===== config.mk =====
export PLATFORM = sky130hd
export DESIGN_NAME = pgr_reset_gen
export DESIGN_NICKNAME = d
export VERILOG_FILES = /design/src/rtl/pgr_pkg.sv /design/src/rtl/pgr_delay_cfg.sv /design/src/rtl/pgr_rail_filter.sv /design/src/rtl/pgr_reset_gen.sv
export SDC_FILE = /design/constraint.sdc
export NUM_CORES = 1
export LEC_CHECK = 0
export ABC_AREA = 1
export BUFFER_PORTS_ARGS = -buffer_cell sky130_fd_sc_hd__buf_2
export CORE_MARGIN = 2
export CORE_UTILIZATION = 40
export CTS_CLUSTER_DIAMETER = 30
export DETAILED_ROUTE_END_ITERATION = 8
export PLACE_DENSITY = 0.61
export SLEW_MARGIN = 20
export SYNTH_ARGS = -nofsm -noshare
export SYNTH_HDL_FRONTEND = slang
export SYNTH_HIERARCHICAL = 1
export SYNTH_SLANG_ARGS = --single-unit

===== constraint.sdc =====
create_clock -name clk_i -period 16.7 [get_ports clk_i]
set_clock_uncertainty 0.1 [all_clocks]
set_input_delay 1.67 -clock clk_i [delete_from_list [all_inputs] [get_ports clk_i]]
set_output_delay 1.67 -clock clk_i [all_outputs]
set_load 0.05 [all_outputs]

===== src/rtl/pgr_pkg.sv =====
package pgr_pkg;

    localparam int unsigned NUM_RAILS = 2;

    typedef enum logic {
        RAIL_DOWN = 1'b0,
        RAIL_GOOD = 1'b1
    } rail_st_e;

    // microseconds to clock cycles for a given clock period in ns
    function automatic int unsigned us_to_cyc(input longint unsigned us,
                                              input int unsigned clk_ns);
        longint unsigned t;
        t = (us * 64'd1000) / longint'(clk_ns);
        return int'(t);
    endfunction

    function automatic int unsigned at_least(input int unsigned v,
                                             input int unsigned floor_v);
        return (v < floor_v) ? floor_v : v;
    endfunction

    function automatic int unsigned max3(input int unsigned a,
                                         input int unsigned b,
                                         input int unsigned c);
        int unsigned m;
        m = (a > b) ? a : b;
        return (m > c) ? m : c;
    endfunction

endpackage


===== src/rtl/pgr_delay_cfg.sv =====
module pgr_delay_cfg
    import pgr_pkg::*;
#(
    parameter int unsigned CFG_W         = 8,
    parameter int unsigned CNT_W         = 32,
    parameter int unsigned CLK_PERIOD_NS = 1000,
    parameter int unsigned R2_RATIO      = 8000,
    parameter int unsigned R2_RESET_VAL  = 25,
    parameter int unsigned MIN_CYC       = 10
) (
    input  logic             clk_i,
    input  logic             rst_i,
    input  logic             cfg_we_i,
    input  logic [CFG_W-1:0] cfg_val_i,
    output logic [CNT_W-1:0] entry_dly_o,
    output logic [CNT_W-1:0] exit_dly_o
);

    localparam int unsigned EXIT_SCALE  = us_to_cyc(1, CLK_PERIOD_NS);
    localparam int unsigned ENTRY_SCALE = us_to_cyc(longint'(R2_RATIO), CLK_PERIOD_NS);

    logic [CFG_W-1:0] prog_q;
    logic [CNT_W-1:0] prog_ext;
    logic [CNT_W-1:0] entry_raw;
    logic [CNT_W-1:0] exit_raw;

    always_ff @(posedge clk_i) begin
        if (rst_i) begin
            prog_q <= CFG_W'(R2_RESET_VAL);
        end else if (cfg_we_i) begin
            prog_q <= cfg_val_i;
        end
    end

    always_comb begin
        prog_ext  = CNT_W'(prog_q);
        entry_raw = prog_ext * CNT_W'(ENTRY_SCALE);
        exit_raw  = prog_ext * CNT_W'(EXIT_SCALE);
        entry_dly_o = (entry_raw < CNT_W'(MIN_CYC)) ? CNT_W'(MIN_CYC) : entry_raw;
        exit_dly_o  = (exit_raw  < CNT_W'(MIN_CYC)) ? CNT_W'(MIN_CYC) : exit_raw;
    end

endmodule


===== src/rtl/pgr_rail_filter.sv =====
module pgr_rail_filter
    import pgr_pkg::*;
#(
    parameter int unsigned CNT_W = 16
) (
    input  logic             clk_i,
    input  logic             rst_i,
    input  logic             en_i,
    input  logic             above_hi_i,
    input  logic             below_lo_i,
    input  logic [CNT_W-1:0] entry_dly_i,
    input  logic [CNT_W-1:0] exit_dly_i,
    output logic             good_o
);

    typedef struct packed {
        rail_st_e         st;
        logic [CNT_W-1:0] cnt;
    } rail_q_t;

    rail_q_t q, d;
    logic    qual;
    logic [CNT_W-1:0] limit;

    always_comb begin
        // one timer per rail: the state decides which input it qualifies
        qual  = (q.st == RAIL_GOOD) ? below_lo_i : above_hi_i;
        limit = (q.st == RAIL_GOOD) ? exit_dly_i : entry_dly_i;
        d     = q;
        if (!qual) begin
            d.cnt = '0;
        end else if (q.cnt >= limit - 1'b1) begin
            d.st  = (q.st == RAIL_GOOD) ? RAIL_DOWN : RAIL_GOOD;
            d.cnt = '0;
        end else begin
            d.cnt = q.cnt + 1'b1;
        end
    end

    always_ff @(posedge clk_i) begin
        if (rst_i || !en_i) begin
            q.st  <= RAIL_DOWN;
            q.cnt <= '0;
        end else begin
            q <= d;
        end
    end

    assign good_o = (q.st == RAIL_GOOD);

endmodule


===== src/rtl/pgr_reset_gen.sv =====
module pgr_reset_gen
    import pgr_pkg::*;
#(
    parameter int unsigned CLK_PERIOD_NS = 1000,
    parameter int unsigned R1_ENTRY_US   = 2000,
    parameter int unsigned R1_EXIT_US    = 25,
    parameter int unsigned MIN_EXIT_US   = 10,
    parameter int unsigned R2_RATIO      = 8000,
    parameter int unsigned R2_RESET_VAL  = 25,
    parameter int unsigned CFG_W         = 8
) (
    input  logic             clk_i,
    input  logic             rst_i,
    input  logic [1:0]       rail_en_i,
    input  logic [1:0]       above_hi_i,
    input  logic [1:0]       below_lo_i,
    input  logic             cfg_we_i,
    input  logic [CFG_W-1:0] cfg_val_i,
    output logic [1:0]       rst_n_o
);

    localparam int unsigned MIN_CYC      = at_least(us_to_cyc(MIN_EXIT_US, CLK_PERIOD_NS), 1);
    localparam int unsigned R1_ENTRY_CYC = at_least(us_to_cyc(R1_ENTRY_US, CLK_PERIOD_NS), MIN_CYC);
    localparam int unsigned R1_EXIT_CYC  = at_least(us_to_cyc(R1_EXIT_US, CLK_PERIOD_NS), MIN_CYC);
    localparam int unsigned R2_MAX_CYC   =
        us_to_cyc(longint'((2 ** CFG_W) - 1) * longint'(R2_RATIO), CLK_PERIOD_NS);
    localparam int unsigned CNT_W =
        $clog2(max3(R1_ENTRY_CYC, R2_MAX_CYC, MIN_CYC) + 1);

    logic [CNT_W-1:0] entry_dly [NUM_RAILS];
    logic [CNT_W-1:0] exit_dly  [NUM_RAILS];
    logic [CNT_W-1:0] r2_entry;
    logic [CNT_W-1:0] r2_exit;

    pgr_delay_cfg #(
        .CFG_W         (CFG_W),
        .CNT_W         (CNT_W),
        .CLK_PERIOD_NS (CLK_PERIOD_NS),
        .R2_RATIO      (R2_RATIO),
        .R2_RESET_VAL  (R2_RESET_VAL),
        .MIN_CYC       (MIN_CYC)
    ) u_cfg (
        .clk_i       (clk_i),
        .rst_i       (rst_i),
        .cfg_we_i    (cfg_we_i),
        .cfg_val_i   (cfg_val_i),
        .entry_dly_o (r2_entry),
        .exit_dly_o  (r2_exit)
    );

    for (genvar g = 0; g < NUM_RAILS; g++) begin : g_rail
        if (g == 0) begin : g_fixed
            assign entry_dly[g] = CNT_W'(R1_ENTRY_CYC);
            assign exit_dly[g]  = CNT_W'(R1_EXIT_CYC);
        end else begin : g_prog
            assign entry_dly[g] = r2_entry;
            assign exit_dly[g]  = r2_exit;
        end

        pgr_rail_filter #(
            .CNT_W (CNT_W)
        ) u_filt (
            .clk_i       (clk_i),
            .rst_i       (rst_i),
            .en_i        (rail_en_i[g]),
            .above_hi_i  (above_hi_i[g]),
            .below_lo_i  (below_lo_i[g]),
            .entry_dly_i (entry_dly[g]),
            .exit_dly_i  (exit_dly[g]),
            .good_o      (rst_n_o[g])
        );
    end

endmodule


After elaboration in Yosys (flattened, before gate mapping)
Cells that the tools add are included.
Cells by class
  add/sub/neg operators: 4
  multiply operators: 1
  $lt $le $gt $ge: 4
  mux-type cells: 8
  bitwise logic cells: 2
  reduce and logical (&&, ||, !) cells: 8
Operator list (count)
  $add 21x1->21 const B: 2
  $ge 21x21->1: 2
  $mux 21: 2
  $sub 21x1->21 const B: 2
  $lt 21x4->1 const B: 1
  $mul 8x7->15 const B: 1
  $mux 11: 1
  $lt 8x4->1 const B: 1
  $mux 8: 1
  $reduce_or 3->1: 2
  $mux 1: 4
  $reduce_and 2->1: 2
  $logic_not 1->1: 2
  $logic_or 1x1->1: 2
  $not 1->1: 2
Word-level totals
  register bits: 52
  input port bits: 17

Longest topological paths before layout
Gate-level depths: netlist (run 1).
  word-level depth: 7
  mapped depth: 40
  gate-level depth less buffers: 40

Hierarchy
The synthesis (run 1) kept the hierarchy.
By module, submodules not included
  pgr_rail_filter: instances 2, cells an instance 379, area an instance 2448.6 sq um, sequential area each 440.4 sq um
  pgr_delay_cfg: instances 1, cells an instance 292, area an instance 2114.5 sq um, sequential area each 160.2 sq um
  pgr_reset_gen: instances 1, cells an instance 2, area an instance 7.5 sq um, sequential area each 0.0 sq um

Worst setup path after synthesis (run 1)
No wires, ideal clock.
  path kind: flip-flop to flip-flop
  from: reg u_cfg.prog_q[1]
  to: reg g_rail[1].u_filt/q[14] (netlist name)
  arrival time: 5.622 ns
  required time: 16.483 ns
  slack: 10.861 ns
  cell stages (with the launch flop): 36
  path buffers: 1
  clock period less this slack: 5.839 ns
  cell sequence: dfxtp_1 > fa_1 > xor2_1 > ha_1 > inv_1 > fa_1 > fa_1 > inv_1 > ha_1 > or2_2 > nand3_1 > nand3b_1 > nand2_1 > nand3_1 > nor2_1 > nand2_1 > nor2_1 > nand2_1 > nand2_1 > inv_1 > ha_1 > inv_1 > nor2_4 > nand2_2 > nor2_1 > xor2_1 > ha_1 > nand2_1 > nor2_1 > nand2_1 > nor2_1 > nand2_1 > nand4_1 > nand2b_1 > buf_2 > nor2_1
On the way
  longest elaborated chain between the ends: 7
  elaborated cells between the ends (all ways): 9
RTL lines
  start: declaration: line pgr_delay_cfg.sv:22  | logic [CFG_W-1:0] prog_q;
  start signal: assignment: line pgr_delay_cfg.sv:29  | prog_q <= CFG_W'(R2_RESET_VAL);
  start signal: assignment: line pgr_delay_cfg.sv:31  | prog_q <= cfg_val_i;
  $mul 8x7->15: line pgr_delay_cfg.sv:37  | entry_raw = prog_ext * CNT_W'(ENTRY_SCALE);
  $lt 21x4->1: line pgr_delay_cfg.sv:39  | entry_dly_o = (entry_raw < CNT_W'(MIN_CYC)) ? CNT_W'(MIN_CYC) : entry_raw;
  $mux 21: line pgr_delay_cfg.sv:39
  named net r2_entry[1]: line pgr_reset_gen.sv:32  | logic [CNT_W-1:0] r2_entry;
  $mux 21: line pgr_rail_filter.sv:28  | limit = (q.st == RAIL_GOOD) ? exit_dly_i : entry_dly_i;
  $sub 21x1->21: line pgr_rail_filter.sv:32  | end else if (q.cnt >= limit - 1'b1) begin
  $ge 21x21->1: line pgr_rail_filter.sv:32
  $reduce_or 3->1 (no line)
  end: declaration: line pgr_rail_filter.sv:21  | rail_q_t q, d;
The timed path passes the listed nets, and every way through them passes these cells.
A chain may end at the register's enable or synchronous reset.

Worst setup path in the final report (run 1)
  from: reg u_cfg.prog_q[5]
  to: reg g_rail[1].u_filt/q[20] (netlist name)
The elaborated chain is that of the path after synthesis.

==> metrics.csv, run 1 <==
stage,metric,value,unit
power_and_ir_drop,static leakage,3.68,nW
layout,share of post-route cells with drive strength above 1,10.4,%
worst_setup_path,"Top cell by count, worst path",nand2_1,
cts,worst-case clock buffer depth,2,
layout,# diodes,0,
timing,Tmin final,6840,ps
layout,# fillers,1866,
global_route,Tot GR Track Use,15.7,%
power_and_ir_drop,Pwr Total,0.758,mW
power_and_ir_drop,Sw Ratio,50.1,%
power_and_ir_drop,Comb pwr share,68.7,%
synth,Yosys reg bits,52,
cts,root buf cell,clkbuf_16,
detailed_routing,DRT iter0 DRCs,189,
layout,NumNets Final,1227,
cts,# resized after CTS,0,
cts,H-tree levels,2,
layout,Area Growth Syn to Fin,6.52,%
synth,synth cell count leaders,"nand2_1 (251), inv_1 (158), nor2_1 (151)",
synth,Yosys warnings,6,
place,Final HPWL DP,11700,um
synth,cells after synthesis,1052,
timing,# setup viols final,0,
cts,hold_buf cts,0,
worst_setup_path,worst setup path startpoint,u_cfg/prog_q[5],
detailed_routing,WL final,13800,um
power_and_ir_drop,worst vdd ir,0.0573,mV
cts,clock latency at the later pin of the worst-skew pair,300,ps
cts,CTS tree,yes,
worst_setup_path,end point of the critical path,g_rail[1].u_filt/q[20],
timing,f_max,0.146,GHz
floorplanning,die height,136,um
synth,post-synthesis area per instance,6.67,um2
layout,Final Instance Count excl. Fillers,1326,
floorplanning,I/O pins,19,
detailed_routing,vias,5790,
detailed_routing,routed length per instance,10.4,um
worst_setup_path,r2r setup slk,9860,ps
synth,number of synthesized flops with an enable pin,0,
worst_setup_path,CP Data Arrival Time,6910,ps
min_path,hold path cells,1,
timing,Setup WS post-layout,9860,ps
synth,share of the synthesized area in the top cell type,15.9,%
worst_setup_path,critical path class,flop to flop,
run,MaxCap Viol Count,0,
place,RePlAce Congestion,0.878,
place,placed cells,1318,
place,Port-buffer cells,18,
timing,Final Cycle Share,41.0,%
min_path,Min-Delay Path Class,flop to flop,
detailed_routing,drt pass-1 iters,4,
power_and_ir_drop,P_sw,0.380,mW
worst_setup_path,CP Launch Type,flop,
worst_setup_path,worst flop-to-flop path startpoint,u_cfg/prog_q[5],
synth,Synth cell types,36,
synth,cell taking the most area after synthesis,ha_1,
worst_setup_path,crit path max-delay cell type,nand2b_1,
power_and_ir_drop,Int Pwr,0.378,mW
worst_setup_path,CP Capture Type,flop,
detailed_routing,DRC errors left,0,
timing,max_slew headroom,39.9,%
floorplanning,core box area,0.0172,mm2
timing,RSZ-0062 raised after global routing,no,
synth,Main synth FF type,dfxtp_1,
synth,"count leader, synth",nand2_1,
cts,Num CTS Buffers,5,
synth,top post-synthesis cells by area,"ha_1 (16%), dfxtp_1 (15%), nand2_1 (13%)",
worst_setup_path,required time of the critical path,16770,ps
outcome,status,completed,
worst_setup_path,R2R Path End,g_rail[1].u_filt/q[20],
power_and_ir_drop,sequential fraction of design power,17.0,%
floorplanning,Placement Rows,48,
timing,Worst-Margin Slew,902,ps
synth,Synth Cell Area,0.00702,mm2
global_route,vias in the first global route,5227,
place,pre-CTS setup slack,9810,ps
cts,number of clock sinks,52,
floorplanning,Initial Util,40.7,%
power_and_ir_drop,Clk pwr share,14.3,%
layout,final instance area,0.00748,mm2
global_route,largest net degree at the start of global routing,31,
global_route,antenna violations before repair,0,
cts,post-CTS setup buffers,0,
worst_setup_path,worst-path maximum fanout,21,
floorplanning,die footprint,0.0186,mm2
detailed_routing,average via count per standard cell,4.37,
timing,WHS,374,ps
global_route,GRT overflow,0,
timing,final count of pins violating max slew,0,
synth,sequential share of the synthesized area,14.8,%
floorplanning,Die X-Extent,136,um
power_and_ir_drop,PD cells,101,mW/mm2
timing,Setup TNS,0,ps
cts,Worst-path clk slew,80,ps
global_route,global-route wire length before repair,23800,um
detailed_routing,Routed Antenna Nets,0,
synth,Synth async-reset ratio,0,%
worst_setup_path,Worst path max stage delay,670,ps
timing,Final Hold Viols,0,
place,cell area after placement,0.00733,mm2
layout,Finished Core Util,43.4,%
worst_setup_path,R2R cell count,33,
==> cell usage in the layout, fill, tap and decap left out, types with 10 or more instances in the layout <==
cell     Yosys  routed
a21oi_1     30      30
nand4_1     18      18
nand2_1    251     251
o21ai_0     14      14
nand2_2     16      16
fa_1        21      21
inv_1      158     158
buf_2        4      18
conb_1       3      59
xor2_1      50      50
ha_1        89      89
or2_2       11      11
dfxtp_1     52      52
o21ai_2     26      26
xnor2_1     28      28
nor2_2      10      10
nor2_1     151     151
nand3_1     29      29
==> critical path, delay by kind of cell, from the launching register on <==
family / cells / cell delay, ps
xor gates and xnor gates: 1 / 140
buffers and inverters: 5 / 510
DFF: 1 / 500
AOI/OAI and AO/OA: 2 / 490
adders and majority gates: 7 / 2720
and+or+nand+nor: 18 / 2270
==> cell type report <==
type                       count  area [um2]  area share, %
timing repair buffer          20         105           1.41
clock inverter                 3        25.0          0.335
multi-input combinational    855        5280           70.6
tap                          225         282           3.77
sequential                    52        1040           13.9
clock buffer                   5         125           1.67
inverter                     166         623           8.33
==> registers in the layout (all words and copies together), names as in the netlist <==
register	cells
g_rail.u_filt/good_o	2
g_rail.u_filt/q	42
u_cfg/prog_q	8
==> worst min-delay path by stage <==
stage	start	to
2_1_floorplan	g_rail[0].u_filt/q[0]	g_rail[0].u_filt/q[0]
3_3_place_gp	g_rail[1].u_filt/q[0]	g_rail[1].u_filt/q[0]
3_5_place_dp	g_rail[0].u_filt/q[0]	g_rail[0].u_filt/q[0]
4_1_cts	g_rail[0].u_filt/q[0]	g_rail[0].u_filt/q[0]
5_1_grt	g_rail[1].u_filt/q[0]	g_rail[1].u_filt/q[0]
6_report	g_rail[0].u_filt/q[0]	g_rail[0].u_filt/q[0]
==> metal layers <==
layer  GRT usage [%]  routed length, um  share of wire [%]  vias to the layer above
li1                -                  -                  -                     3281
met1            23.0               7490                 54                     2451
met2            24.3               5810                 42                       45
met3            2.16                299                2.2                       13
met4            3.36                157                1.1                        0
met5               0                  0                  0                        -
==> logic make-up (layout without fill, tap and decap cells) <==
group,after synthesis,count (layout),synth area share [%]
compound gates,81,81,7.27
mux,2,2,0.392
fa+ha+maj,110,110,21.9
xor+xnor,78,78,9.73
buf+inv,201,194,13.0
simple gates,525,525,32.8
flops,52,52,14.8
other cells,3,59,0.160
==> power by group through the flow <==
| stage | logic [mW] | registers (mW) | clock network (mW) |
|---|---|---|---|
| 3_5_place_dp | 0.522 | 0.132 | 0 |
| 5_1_grt | 0.601 | 0.130 | 0.116 |
| 2_1_floorplan | 0.424 | 0.131 | 0 |
| 6_report | 0.521 | 0.129 | 0.108 |
| 4_1_cts | 0.526 | 0.129 | 0.112 |
| 3_3_place_gp | 0.520 | 0.132 | 0 |
No activity file was read; power rests on OpenSTA's default activity.
==> inputs of run 2 (changes only) <==
ABC_AREA = 0   (was 1)
clock period = 6.3 ns   (was 16.7 ns; I/O delays follow)
==> metrics.csv, run 2 <==
stage,metric,value,unit,change
outcome,status,"complete, but fails checks",,
outcome,failing checks,negative setup slack,,
synth,Yosys warnings,6,,unchanged
detailed_routing,met3 wire length,206,um,-31%
timing,Final Cycle Share,116,%,+75 points
cts,CTS tree,yes,,
place,placed cells,1100,,-17%
synth,post-synthesis area per instance,8.43,um2,+26%
global_route,GRT overflow,0,,unchanged
cts,number of clock sinks,52,,unchanged
timing,final count of pins violating max slew,0,,unchanged
global_route,largest net degree at the start of global routing,43,,+39%
synth,top post-synthesis cells by area,"ha_1 (18%), dfxtp_1 (17%), mux2i_1 (6.9%)",,
cts,clock latency at the later pin of the worst-skew pair,300,ps,about the same
layout,Reg with most FFs,g_rail.u_filt/q,,
worst_setup_path,crit path max-delay cell type,fa_1,,
timing,Setup WS post-layout,-1000,ps,"-10,860 ps"
timing,Tmin final,7300,ps,+463 ps
layout,Area Growth Syn to Fin,23.5,%,
cts,Worst-path clk slew,70,ps,about the same
synth,cells after synthesis,742,,-29%
synth,Synth cell types,56,,+56%
cts,root buf cell,clkbuf_16,,
layout,final instance area,0.00773,mm2,+3.3%
synth,synth cell count leaders,"nor2_1 (105), ha_1 (89), dfxtp_1 (52)",,
timing,Final Hold Viols,0,,unchanged
global_route,vias in the first global route,4823,,-7.7%
floorplanning,I/O pins,19,,unchanged
timing,f_max,0.137,GHz,-6.3%
floorplanning,die height,129,um,-5.4%
detailed_routing,average via count per standard cell,4.59,,+5.1%
power_and_ir_drop,PD cells,281,mW/mm2,+180%
layout,NumNets Final,1037,,-15%
global_route,global-route wire length before repair,21700,um,-8.6%
layout,"most common cell after layout, fill and taps aside",conb_1,,
detailed_routing,Routed Antenna Nets,0,,unchanged
worst_setup_path,Buf/Inv on CP,5,,unchanged
place,RePlAce Congestion,0.797,,-9.2%
run,MaxCap Viol Count,0,,unchanged
synth,share of the synthesized area in the top cell type,17.8,%,+1.9 points
worst_setup_path,worst-path maximum fanout,5,,-76%
place,cell area after placement,0.00734,mm2,+0.17%
detailed_routing,Metal-1 WL,6280,um,-16%
synth,"count leader, synth",nor2_1,,
timing,WHS,360,ps,-14.0 ps
detailed_routing,DRC errors left,0,,unchanged
timing,RSZ-0062 raised after global routing,yes,,
floorplanning,Initial Util,41.0,%,+0.26 points
place,Final HPWL DP,10100,um,-13%
floorplanning,Placement Rows,45,,-6.3%
layout,share of post-route cells with drive strength above 1,20.3,%,+9.9 points
synth,Synth Cell Area,0.00625,mm2,-11%
min_path,Min-Delay Path Class,flop to flop,,
place,Port-buffer cells,18,,unchanged
detailed_routing,highest metal used,met4,,
timing,# setup viols final,22,,+22
detailed_routing,WL final,12800,um,-6.8%
cts,worst-case clock buffer depth,2,,unchanged
detailed_routing,DRT iter0 DRCs,156,,-17%
synth,Synth async-reset ratio,0,%,unchanged
layout,most frequent cells in the layout,"conb_1 (101), nor2_1 (91), ha_1 (84), buf_4 (78), xor2_1 (47)",,
layout,max reg flops,42,,unchanged
power_and_ir_drop,static leakage,3.44,nW,-6.6%
global_route,Tot GR Track Use,16.0,%,+0.33 points
worst_setup_path,CP Launch Type,flop,,
detailed_routing,total length of routed met2 wires,6040,um,+3.9%
worst_setup_path,critical path class,flop to flop,,
cts,hold_buf cts,0,,unchanged
layout,Finished Core Util,50.6,%,+7.3 points
worst_setup_path,CP Capture Type,flop,,
layout,# fillers,1486,,-20%
cts,H-tree levels,2,,unchanged
floorplanning,Die X-Extent,129,um,-5.4%
detailed_routing,routed length per instance,11.4,um,+10%
timing,Setup TNS,-21400,ps,"-21,400 ps"
synth,number of synthesized flops with an enable pin,0,,unchanged
cts,Num CTS Buffers,5,,unchanged
synth,Yosys reg bits,52,,unchanged
detailed_routing,drt pass-1 iters,4,,unchanged
floorplanning,die footprint,0.0167,mm2,-11%
worst_setup_path,required time of the critical path,6440,ps,"-10,330 ps"
floorplanning,core box area,0.0153,mm2,-11%
layout,Final Instance Count excl. Fillers,1122,,-15%
timing,max_slew headroom,32.7,%,-7.2 points
power_and_ir_drop,worst vdd ir,0.160,mV,+180%
global_route,antenna violations before repair,0,,unchanged
detailed_routing,vias,5150,,-11%
worst_setup_path,Worst path max stage delay,570,ps,-100 ps
worst_setup_path,top cell family by delay on the critical path,adder cells,,
worst_setup_path,CP Data Arrival Time,7450,ps,+540 ps
layout,# diodes,0,,unchanged
timing,Worst-Margin Slew,1010,ps,+108 ps
synth,cell taking the most area after synthesis,ha_1,,
synth,sequential share of the synthesized area,16.6,%,+1.8 points
synth,Main synth FF type,dfxtp_1,,
## run 2: worst register-to-register path: cells and delay by family, from the launching register on
kind                       cells  cell delay, ps
AOI/OAI and AO/OA              9            2170
xor gates and xnor gates       2             310
adders and majority gates      6            2310
buffers and inverters          5             580
DFF                            1             360
and+or+nand+nor                8            1400
## run 2: area by class of cell
| cell class | count | area, um2 | share of cell area, % |
|---|---|---|---|
| Tap cell | 211 | 264 | 3.42 |
| Sequential cell | 52 | 1060 | 13.7 |
| Clock buffer | 6 | 129 | 1.67 |
| Clock inverter | 2 | 12.5 | 0.162 |
| Inverter | 49 | 184 | 2.38 |
| Multi-Input combinational cell | 706 | 5400 | 69.9 |
| Timing Repair Buffer | 96 | 676 | 8.74 |
## run 2: logic make-up (layout without fill, tap and decap cells)
logic type	Yosys count	count (layout)	synth area share [%]
and+or+nand+nor	273	276	22.3
adders and majority gates	110	110	24.5
xor gates and xnor gates	92	92	13.0
buffers and inverters	85	153	7.02
AOI/OAI and AO/OA	78	78	8.22
DFF	52	52	16.6
muxes	49	49	8.04
other	3	101	0.180
## run 2: routing by layer
metal  track usage (%)  vias up
li1                  -     2784
met1              20.9     2325
met2              27.1       27
met5                 0        -
met3              2.31       14
met4              5.95        0
## run 2: per-stage QoR
| step | total power, mW | setup WS (ps) |
|---|---|---|
| 2_1_floorplan | 1.27 | -484 |
| 3_3_place_gp | 1.77 | -741 |
| 3_5_place_dp | 1.78 | -824 |
| 4_1_cts | 2.07 | -833 |
| 5_1_grt | 2.39 | -1290 |
| 6_report | 2.17 | -1000 |
## run 2: report_power, final
| part | leakage (nW) | internal [mW] | total (mW) | switching (mW) |
|---|---|---|---|---|
| logic | 2.95 | 0.792 | 1.57 | 0.776 |
| registers | 0.423 | 0.332 | 0.336 | 0.00389 |
| clock network | 0.0669 | 0.147 | 0.271 | 0.124 |
| total | 3.44 | 1.27 | 2.17 | 0.903 |
## run 2: timing repair
item	in CTS	in global routing
pin swaps	5	34
setup buffers	1	10
setup endpoints to repair	22	22
gates resized for setup	5	30
cloned	2	1
## run 2: final timing paths
| path | from | end | slack (ps) | cells past startpoint |
|---|---|---|---|---|
| setup / recovery | u_cfg/prog_q[1] | g_rail[1].u_filt/q[9] | -1000 | 30 |
| hold reg to reg | g_rail[0].u_filt/q[0] | g_rail[0].u_filt/q[0] | 360 | 1 |
| hold / removal | g_rail[0].u_filt/q[0] | g_rail[0].u_filt/q[0] | 360 | 1 |
| setup reg to reg | u_cfg/prog_q[1] | g_rail[1].u_filt/q[9] | -1000 | 30 |
